**config.mk**
```make
export PLATFORM = sky130hd
export DESIGN_NAME = gpb_port
export DESIGN_NICKNAME = d
export VERILOG_FILES = /design/src/rtl/gpb_pkg.sv /design/src/rtl/gpb_rst_sync.sv /design/src/rtl/gpb_in_sync.sv /design/src/rtl/gpb_ctrl_regs.sv /design/src/rtl/gpb_port.sv
export SDC_FILE = /design/constraint.sdc
export NUM_CORES = 1
export LEC_CHECK = 0
export BUFFER_PORTS_ARGS = -buffer_cell sky130_fd_sc_hd__buf_4
export CAP_MARGIN = 15
export CELL_PAD_IN_SITES_DETAIL_PLACEMENT = 1
export CELL_PAD_IN_SITES_GLOBAL_PLACEMENT = 1
export CORE_MARGIN = 2
export CORE_UTILIZATION = 37
export CTS_CLUSTER_DIAMETER = 30
export DETAILED_ROUTE_END_ITERATION = 7
export HOLD_SLACK_MARGIN = 0.08
export PLACE_DENSITY_LB_ADDON = 0.1
export SETUP_SLACK_MARGIN = 0.05
export SLEW_MARGIN = 25
export SYNTH_ARGS = -nofsm -noshare
export SYNTH_HDL_FRONTEND = slang
export SYNTH_SLANG_ARGS = --single-unit
```
**constraint.sdc**
```tcl
create_clock -name clk -period 4.4 [get_ports clk]
set_input_delay 0.66 -clock clk [delete_from_list [all_inputs] [get_ports clk]]
set_output_delay 0.66 -clock clk [all_outputs]
set_load 0.05 [all_outputs]
```
**src/rtl/gpb_pkg.sv**
```systemverilog
package gpb_pkg;

  localparam int unsigned BUS_W    = 32;
  localparam int unsigned MASK_LSB = 16;
  localparam int unsigned IDX_W    = 3;

  typedef enum logic [IDX_W-1:0] {
    IDX_DIR_SET = 3'd0,
    IDX_DIR_CLR = 3'd1,
    IDX_OUT_LO  = 3'd2,
    IDX_OUT_HI  = 3'd3,
    IDX_PIN_IN  = 3'd4
  } reg_idx_e;

endpackage

```
**src/rtl/gpb_rst_sync.sv**
```systemverilog
module gpb_rst_sync (
  input  logic clk,
  input  logic rst_n,
  output logic rst_n_sync
);

  logic [1:0] stage_q;

  always_ff @(posedge clk or negedge rst_n) begin
    if (!rst_n) begin
      stage_q <= 2'b00;
    end else begin
      stage_q <= {stage_q[0], 1'b1};
    end
  end

  assign rst_n_sync = stage_q[1];

endmodule

```
**src/rtl/gpb_in_sync.sv**
```systemverilog
module gpb_in_sync #(
  parameter int unsigned WIDTH = 32
) (
  input  logic             clk,
  input  logic             rst_n,
  input  logic [WIDTH-1:0] async_in,
  output logic [WIDTH-1:0] sync_out
);

  logic [WIDTH-1:0] meta_q;
  logic [WIDTH-1:0] sync_q;

  for (genvar g = 0; g < WIDTH; g++) begin : g_bit
    always_ff @(posedge clk or negedge rst_n) begin
      if (!rst_n) begin
        meta_q[g] <= 1'b0;
        sync_q[g] <= 1'b0;
      end else begin
        meta_q[g] <= async_in[g];
        sync_q[g] <= meta_q[g];
      end
    end
  end

  assign sync_out = sync_q;

endmodule

```
**src/rtl/gpb_ctrl_regs.sv**
```systemverilog
module gpb_ctrl_regs
  import gpb_pkg::*;
#(
  parameter int unsigned N_PINS = 32
) (
  input  logic              clk,
  input  logic              rst_n,
  input  logic              we_dir_set,
  input  logic              we_dir_clr,
  input  logic              we_out_lo,
  input  logic              we_out_hi,
  input  logic [BUS_W-1:0]  wdata,
  output logic [N_PINS-1:0] dir_q,
  output logic [N_PINS-1:0] out_q
);

  localparam int unsigned HALF = N_PINS / 2;

  logic [N_PINS-1:0] dir_d;
  logic [N_PINS-1:0] out_d;
  logic [N_PINS-1:0] pin_sel;
  logic [HALF-1:0]   mask_f;
  logic              dir_en;
  logic              out_en;

  assign pin_sel = wdata[N_PINS-1:0];
  assign mask_f  = wdata[MASK_LSB +: HALF];
  assign dir_en  = we_dir_set | we_dir_clr;
  assign out_en  = we_out_lo | we_out_hi;

  // Next-state: direction set/clear strobes
  always_comb begin
    dir_d = dir_q;
    if (we_dir_set) dir_d = dir_q | pin_sel;
    if (we_dir_clr) dir_d = dir_q & ~pin_sel;
  end

  // Next-state: mask-qualified half-bank output loads
  always_comb begin
    out_d = out_q;
    for (int i = 0; i < int'(HALF); i++) begin
      if (we_out_lo && mask_f[i]) out_d[i]        = wdata[i];
      if (we_out_hi && mask_f[i]) out_d[HALF + i] = wdata[i];
    end
  end

  always_ff @(posedge clk or negedge rst_n) begin
    if (!rst_n) begin
      dir_q <= '0;
    end else if (dir_en) begin
      dir_q <= dir_d;
    end
  end

  always_ff @(posedge clk or negedge rst_n) begin
    if (!rst_n) begin
      out_q <= '0;
    end else if (out_en) begin
      out_q <= out_d;
    end
  end

  p_dir_set_r2: assert property (@(posedge clk) disable iff (!rst_n)
    we_dir_set |=> ((dir_q & $past(pin_sel)) == $past(pin_sel)));

  p_dir_keep_r2: assert property (@(posedge clk) disable iff (!rst_n)
    we_dir_set |=> ((dir_q & ~$past(pin_sel)) == ($past(dir_q) & ~$past(pin_sel))));

  p_dir_clr_r3: assert property (@(posedge clk) disable iff (!rst_n)
    we_dir_clr |=> ((dir_q & $past(pin_sel)) == '0));

  p_dir_idle_r3: assert property (@(posedge clk) disable iff (!rst_n)
    !(we_dir_set || we_dir_clr) |=> $stable(dir_q));

  p_out_mask_r4: assert property (@(posedge clk) disable iff (!rst_n)
    we_out_lo |=> (((out_q[HALF-1:0] & ~$past(mask_f)) == ($past(out_q[HALF-1:0]) & ~$past(mask_f)))
                   && (out_q[N_PINS-1:HALF] == $past(out_q[N_PINS-1:HALF]))));

  p_out_mask_r5: assert property (@(posedge clk) disable iff (!rst_n)
    we_out_hi |=> (((out_q[N_PINS-1:HALF] & ~$past(mask_f)) == ($past(out_q[N_PINS-1:HALF]) & ~$past(mask_f)))
                   && (out_q[HALF-1:0] == $past(out_q[HALF-1:0]))));

  p_out_hold_r6: assert property (@(posedge clk) disable iff (!rst_n)
    !(we_out_lo || we_out_hi) |=> $stable(out_q));

endmodule

```
**src/rtl/gpb_port.sv**
```systemverilog
module gpb_port
  import gpb_pkg::*;
#(
  parameter int unsigned N_PINS = 32
) (
  input  logic              clk,
  input  logic              rst_n,
  input  logic              wr_en,
  input  logic              rd_en,
  input  logic [IDX_W-1:0]  addr,
  input  logic [BUS_W-1:0]  wdata,
  output logic [BUS_W-1:0]  rdata,
  input  logic [N_PINS-1:0] pin_in,
  output logic [N_PINS-1:0] pin_out,
  output logic [N_PINS-1:0] pin_oe
);

  localparam int unsigned HALF = N_PINS / 2;

  logic              rst_n_sync;
  logic [N_PINS-1:0] dir_q;
  logic [N_PINS-1:0] out_q;
  logic [N_PINS-1:0] in_sync;
  logic              we_dir_set;
  logic              we_dir_clr;
  logic              we_out_lo;
  logic              we_out_hi;
  logic [BUS_W-1:0]  rd_word;
  logic [BUS_W-1:0]  rdata_q;
  reg_idx_e          idx;

  assign idx = reg_idx_e'(addr);

  gpb_rst_sync u_rst_sync (
    .clk        (clk),
    .rst_n      (rst_n),
    .rst_n_sync (rst_n_sync)
  );

  gpb_in_sync #(.WIDTH(N_PINS)) u_in_sync (
    .clk      (clk),
    .rst_n    (rst_n_sync),
    .async_in (pin_in),
    .sync_out (in_sync)
  );

  // Write decode
  always_comb begin
    we_dir_set = wr_en && (idx == IDX_DIR_SET);
    we_dir_clr = wr_en && (idx == IDX_DIR_CLR);
    we_out_lo  = wr_en && (idx == IDX_OUT_LO);
    we_out_hi  = wr_en && (idx == IDX_OUT_HI);
  end

  gpb_ctrl_regs #(.N_PINS(N_PINS)) u_regs (
    .clk        (clk),
    .rst_n      (rst_n_sync),
    .we_dir_set (we_dir_set),
    .we_dir_clr (we_dir_clr),
    .we_out_lo  (we_out_lo),
    .we_out_hi  (we_out_hi),
    .wdata      (wdata),
    .dir_q      (dir_q),
    .out_q      (out_q)
  );

  // Read multiplexer
  always_comb begin
    rd_word = '0;
    case (idx)
      IDX_DIR_SET: rd_word[N_PINS-1:0] = dir_q;
      IDX_OUT_LO:  rd_word[HALF-1:0]   = out_q[HALF-1:0];
      IDX_OUT_HI:  rd_word[HALF-1:0]   = out_q[N_PINS-1:HALF];
      IDX_PIN_IN:  rd_word[N_PINS-1:0] = in_sync;
      default:     rd_word = '0;
    endcase
  end

  always_ff @(posedge clk or negedge rst_n_sync) begin
    if (!rst_n_sync) begin
      rdata_q <= '0;
    end else if (rd_en) begin
      rdata_q <= rd_word;
    end
  end

  assign rdata   = rdata_q;
  assign pin_out = out_q;
  assign pin_oe  = dir_q;

  p_rdata_hold_r10: assert property (@(posedge clk) disable iff (!rst_n_sync)
    !rd_en |=> $stable(rdata));

  p_rdata_clr_r10: assert property (@(posedge clk) disable iff (!rst_n_sync)
    (rd_en && (addr == 3'd1)) |=> (rdata == '0));

  p_pad_reset_r1: assert property (@(posedge clk)
    !rst_n_sync |-> ((pin_oe == '0) && (pin_out == '0)));

endmodule

```
==> results of run 1 <==
stage by stage:
step	util (%)	hold WS, ps	setup WS, ps	cell area [um^2]
floorplan	-	331	1720	6180
global placement	45.9	332	1830	7570
detailed placement	45.9	336	1680	7570
CTS	49.7	324	2130	8190
global route	49.8	316	2050	8190
finish	49.8	336	2170	8190
final timing paths:
check / from / cells past startpoint / slack [ps] / endpoint
min: pin_in[14] / 1 / 340 / u_in_sync.meta_q[14]
max: rd_en / 4 / 2170 / rdata[12]
min in group asynchronous: u_rst_sync.stage_q[1] / 0 / 390 / u_regs.out_q[17]
min reg2reg: u_in_sync.meta_q[3] / 0 / 340 / u_in_sync.sync_out[3]
max in group asynchronous: u_rst_sync.stage_q[1] / 1 / 2960 / u_in_sync.sync_out[5]
max reg2reg: u_rst_sync.stage_q[1] / 1 / 2960 / u_in_sync.sync_out[5]
logic make-up (layout without fill, tap and decap cells):
family | after synthesis | in the layout | synth area share (%)
AO/OA/AOI/OAI | 47 | 47 | 6.46
buffers and inverters | 61 | 235 | 4.98
flip-flops | 162 | 162 | 65.6
multiplexers | 81 | 81 | 14.4
other | 1 | 1 | 0.0607
AND/OR/NAND/NOR | 120 | 120 | 8.47
synth_stat cells:
cell	count	share of area, %
and4b_1	1	0.16
mux2_2	17	3.1
nor3b_2	1	0.20
a221oi_2	4	0.97
and3b_1	1	0.14
nor4b_1	1	0.14
buf_4	2	0.24
dfrtp_1	162	66
or3_1	1	0.10
conb_1	1	0.061
a221oi_1	27	3.8
nor4bb_4	1	0.41
nor3_2	1	0.16
nor4_1	1	0.10
o22ai_1	15	1.5
mux2_1	5	0.91
mux2i_1	49	7.9
clkbuf_1	9	0.55
buf_6	8	1.5
inv_2	1	0.061
inv_1	32	1.9
nand2_1	64	3.9
mux2_4	10	2.4
nor2_1	47	2.9
a211o_1	1	0.14
nor3b_4	1	0.30
buf_2	9	0.73
layout make-up:
cell class / count / area [um^2] / area share [%]
Multi-Input combinational cell: 249 / 1830 / 22.3
Clock inverter: 12 / 159 / 1.94
Timing Repair Buffer: 171 / 1300 / 15.8
Clock buffer: 19 / 453 / 5.53
Tap cell: 220 / 275 / 3.36
Sequential cell: 162 / 4060 / 49.5
Inverter: 33 / 124 / 1.51
worst max-delay path, cell delays in order:
cell	delay, ps
buf_4	360
inv_2	420
or3_1	770
o22ai_1	330
report_power, final:
| group | switching, mW | internal [mW] |
|---|---|---|
| combinational | 0.838 | 0.394 |
| clock | 0.604 | 0.922 |
| sequential | 0.175 | 1.68 |
what timing repair did:
action	4_1_cts	5_1_grt
hold buffers	1	0
buffers inserted	0	0
hold endpoints to repair	2	0
cell usage in the layout (no fill, tap or decap), types with 2 or more instances in the layout:
cell type / n
a221oi_2: 4
nand2_1: 64
bufinv_16: 3
clkinvlp_4: 2
buf_4: 169
inv_1: 32
clkinv_2: 2
clkbuf_16: 17
a221oi_1: 27
clkbuf_8: 2
mux2i_1: 49
mux2_4: 10
mux2_1: 5
mux2_2: 17
nor2_1: 47
nor3b_4: 2
o22ai_1: 15
dfrtp_1: 161
clkinv_4: 5
layer usage:
metal  share of wire, %  track usage, %  routed length [um]  vias to the layer above
met2                 52            35.1                9010                      110
met4                1.0            5.14                 179                        0
met3                4.7            5.33                 818                       16
met1                 42            25.0                7230                     2213
li1                   -               -                   -                     1937
met5                  0               0                   0                        -
==> out/metrics.csv, run 1 <==
metric;value;unit
Antenna Nets Post-Route;0;
CP Launch Type;primary input;
Syn Std Cell Area;0.00618;mm^2
Vias;4276;
critical path class;in -> reg;
final worst path period need;2230;ps
Rows;47;
layout cells sized above 1;36.8;%
Worst-Margin Slew;881;ps
MaxCap Viol Count;0;
fin. max-slew vios;0;
Total Nets Final;705;
Final Power;4.62;mW
Final Hold Violating Endpoints;0;
Overall Global Routing Usage;20.1;%
routed wire length;17200;um
outcome;completed;
crit end category;flop;
Max Freq;448;MHz
# diodes;0;
initial core utilization;37.5;%
Hold WC Path Type;in -> reg;
maximum vdd drop;0.267;mV
Setup Skew;7.13;ps
Yosys cell types;27;
clk sinks;162;
CTS tree;built;
FF+latch count, synth;162;
global-route wire length before repair;26900;um
Mean Syn Cell Area;13.1;um^2
GP Congestion;0.790;
# IOs;167;
fillers;1734;
cts repair resizes;0;
CTS root buf;clkbuf_16;
WP data required;4720;ps
initial antenna violation count;0;
Final TNS setup;0;ps
Lkg Pwr;4.11;nW
deepest clock path buffer count;2;
slew margin rel.;41.2;%
final setup fails;0;
DRT iter0 DRCs;163;
sequential area share after synthesis;65.6;%
Final HPWL DP;11500;um
DR DRC count;0;
largest net degree at the start of global routing;107;
Critical Path Fanout Max;35;
vias in the first global route;4794;
Critical Path AT;2560;ps
crit share post-route;50.8;%
Port Buf Inserts;166;
Finished Layout Cells;866;
grt total ovfl;0;
Clock Pin Slew Worst Setup and Hold Paths;70;ps
Power Density;564;mW/mm^2
vias per cell;4.94;
H-tree Lvls;4;
syn nets;543;
Core ar.;0.0165;mm^2
area grow syn2layout;32.7;%
placed cell count;834;
synth warn;0;
RSZ-0062 raised after global routing;no;
Mapped Cells;472;
DRT Pass-1 Iters;4;
die width;133;um
total CTS buffers;17;
Skew-Pair Late Insertion Delay;420;ps
Vert. Die Dim;133;um
Total Die Area;0.0177;mm^2
Avg WL per Cell;19.9;um
No activity file was read; power rests on OpenSTA's default activity.
==> inputs of run 2 (changes only) <==
- clock period: 4.4 -> 1.8 ns (I/O delays scaled with it)
==> run 2 against run 1 <==
  * Sequential share of layout area shrank 2.9 points
  * Highest routed layer unchanged
  * Utilization grew 3.1 points
  * Via count grew 4.3%
  * Sequential power up 140%
  * First-iteration DRC count is 20% higher
==> out/metrics.csv, run 2 (same netlist as run 1, synthesis figures left out) <==
metric;value;unit
outcome;completed;
total CTS buffers;17;
dpl cell area;0.00772;mm^2
DR DRC count;0;
Gate power share;27.3;%
WP data required;1530;ps
RSZ-0062 raised after global routing;no;
deepest clock path buffer count;2;
Critical Path AT;1060;ps
Final Hold Violating Endpoints;0;
Worst Path Buf+Inv;1;
# IOs;167;
final setup fails;0;
vias in the first global route;4814;
die width;133;um
DRT iter0 DRCs;196;
slew margin rel.;46.9;%
layout cells sized above 1;36.5;%
Max Freq;750;MHz
Final Instance Area;0.00870;mm^2
CP max stage delay;420;ps
clk sinks;162;
MaxCap Viol Count;0;
Overall Global Routing Usage;20.5;%
CP Launch Type;flop;
Core ar.;0.0165;mm^2
internal power;7.39;mW
Antenna Nets Post-Route;0;
Post-CTS Setup Bufs;0;
DRT Pass-1 Iters;4;
crit path cell chain;buf_4;
Power Density;1310;mW/mm^2
crit path max-delay cell type;dfrtp_1;
routed wire length;17500;um
# diodes;0;
Port Buf Inserts;166;
Final HPWL DP;11900;um
Total Die Area;0.0177;mm^2
final worst path period need;1330;ps
Skew-Pair Late Insertion Delay;420;ps
initial core utilization;37.5;%
critical path class;reg -> out;
grt total ovfl;0;
crit end category;primary output;
Vert. Die Dim;133;um
Worst-Margin Slew;797;ps
fin. max-slew vios;0;
Seq pwr share;39.7;%
CTS tree;built;
fillers;1711;
area grow syn2layout;40.9;%
Sw Ratio;35.2;%
Setup Skew;11.4;ps
Hold-fix buffers, CTS;36;
Clock power frac;33.0;%
CP top delay family;flip-flops;
crit share post-route;74.1;%
largest net degree at the start of global routing;64;
Clock Pin Slew Worst Setup and Hold Paths;70;ps
Critical Path Fanout Max;3;
Vias;4461;
most common cell after layout, fill and taps aside;buf_4;
Hold WC Path Type;in -> reg;
NetSw;4.01;mW
Lkg Pwr;4.34;nW
initial antenna violation count;0;
Final TNS setup;0;ps
CTS root buf;clkbuf_16;
GP Congestion;0.812;
maximum vdd drop;0.724;mV
commonest non-fill, non-tap cells in the layout;buf_4, dfrtp_1, nand2_1, mux2i_1, nor2_1;
global-route wire length before repair;27400;um
Total Nets Final;756;
vias per cell;4.86;
H-tree Lvls;4;
Rows;47;
cts repair resizes;0;
Avg WL per Cell;19.1;um
## run 2: cell count changes in the layout (fill, tap and decap cells not counted), sizes merged
cell and change:
dlygate4sd3 +35, buf +16, clkinv -5, inv +4, clkinvlp +3, clkbuf -1
## run 2: stage by stage
| step | utilization (%) | worst slack, ps | power [mW] | hold slack (ps) | cells |
|---|---|---|---|---|---|
| final | 52.8 | 466 | 11.4 | 102 | 918 |
| after global routing | 52.8 | 429 | 11.8 | 84.3 | 918 |
| after CTS | 52.8 | 431 | 11.5 | 84.1 | 918 |
| after detailed placement | 46.9 | 243 | 7.68 | 53.6 | 850 |
| after global placement | 46.9 | 273 | 7.62 | 52.1 | 850 |
| after floorplan | - | 118 | 6.51 | -25.6 | 472 |
## run 2: path summary, 6_finish.rpt
check                                       from                    end  slack (ps)  depth (start not counted)
max                             u_regs.out_q[15]            pin_out[15]         470                          1
min                                     wdata[1]        u_regs.out_q[1]         100                          2
max reg2reg                     u_regs.out_q[17]               rdata[1]         800                          2
min reg2reg                u_rst_sync.stage_q[1]              async pin         250                          0
max in group asynchronous  u_rst_sync.stage_q[1]        u_regs.out_q[6]         880                          1
min in group asynchronous                  rst_n  u_rst_sync.stage_q[1]         150                          2
## run 2: layout make-up
cell class,count,area [um^2],area share (%)
flip-flops and latches,162,4060,46.6
multi-input cells,249,1820,20.9
repair buffers,222,1810,20.8
clock buffers,18,439,5.05
well taps,220,275,3.16
clock inverters,14,176,2.03
inverters,33,124,1.42
## run 2: metal layers
metal	up-vias	track usage (%)	wire length, um
met2	122	34.5	8920
li1	2028	-	-
met1	2303	26.8	7650
met5	-	0	0
met4	0	4.73	108
met3	8	5.21	826
## run 2: power groups by stage
stage               logic (mW)  clock network, mW  registers [mW]
finish                    3.12               3.76            4.52
global route              3.27               3.98            4.59
CTS                       3.15               3.84            4.53
detailed placement        3.08                  0            4.60
global placement          3.03                  0            4.58
floorplan                0.584                  0            5.92
## run 2: worst reg2reg max path: stages (launching register included)
cell and delay, ps:
dfrtp_1 410, a221oi_1 320, o22ai_1 130
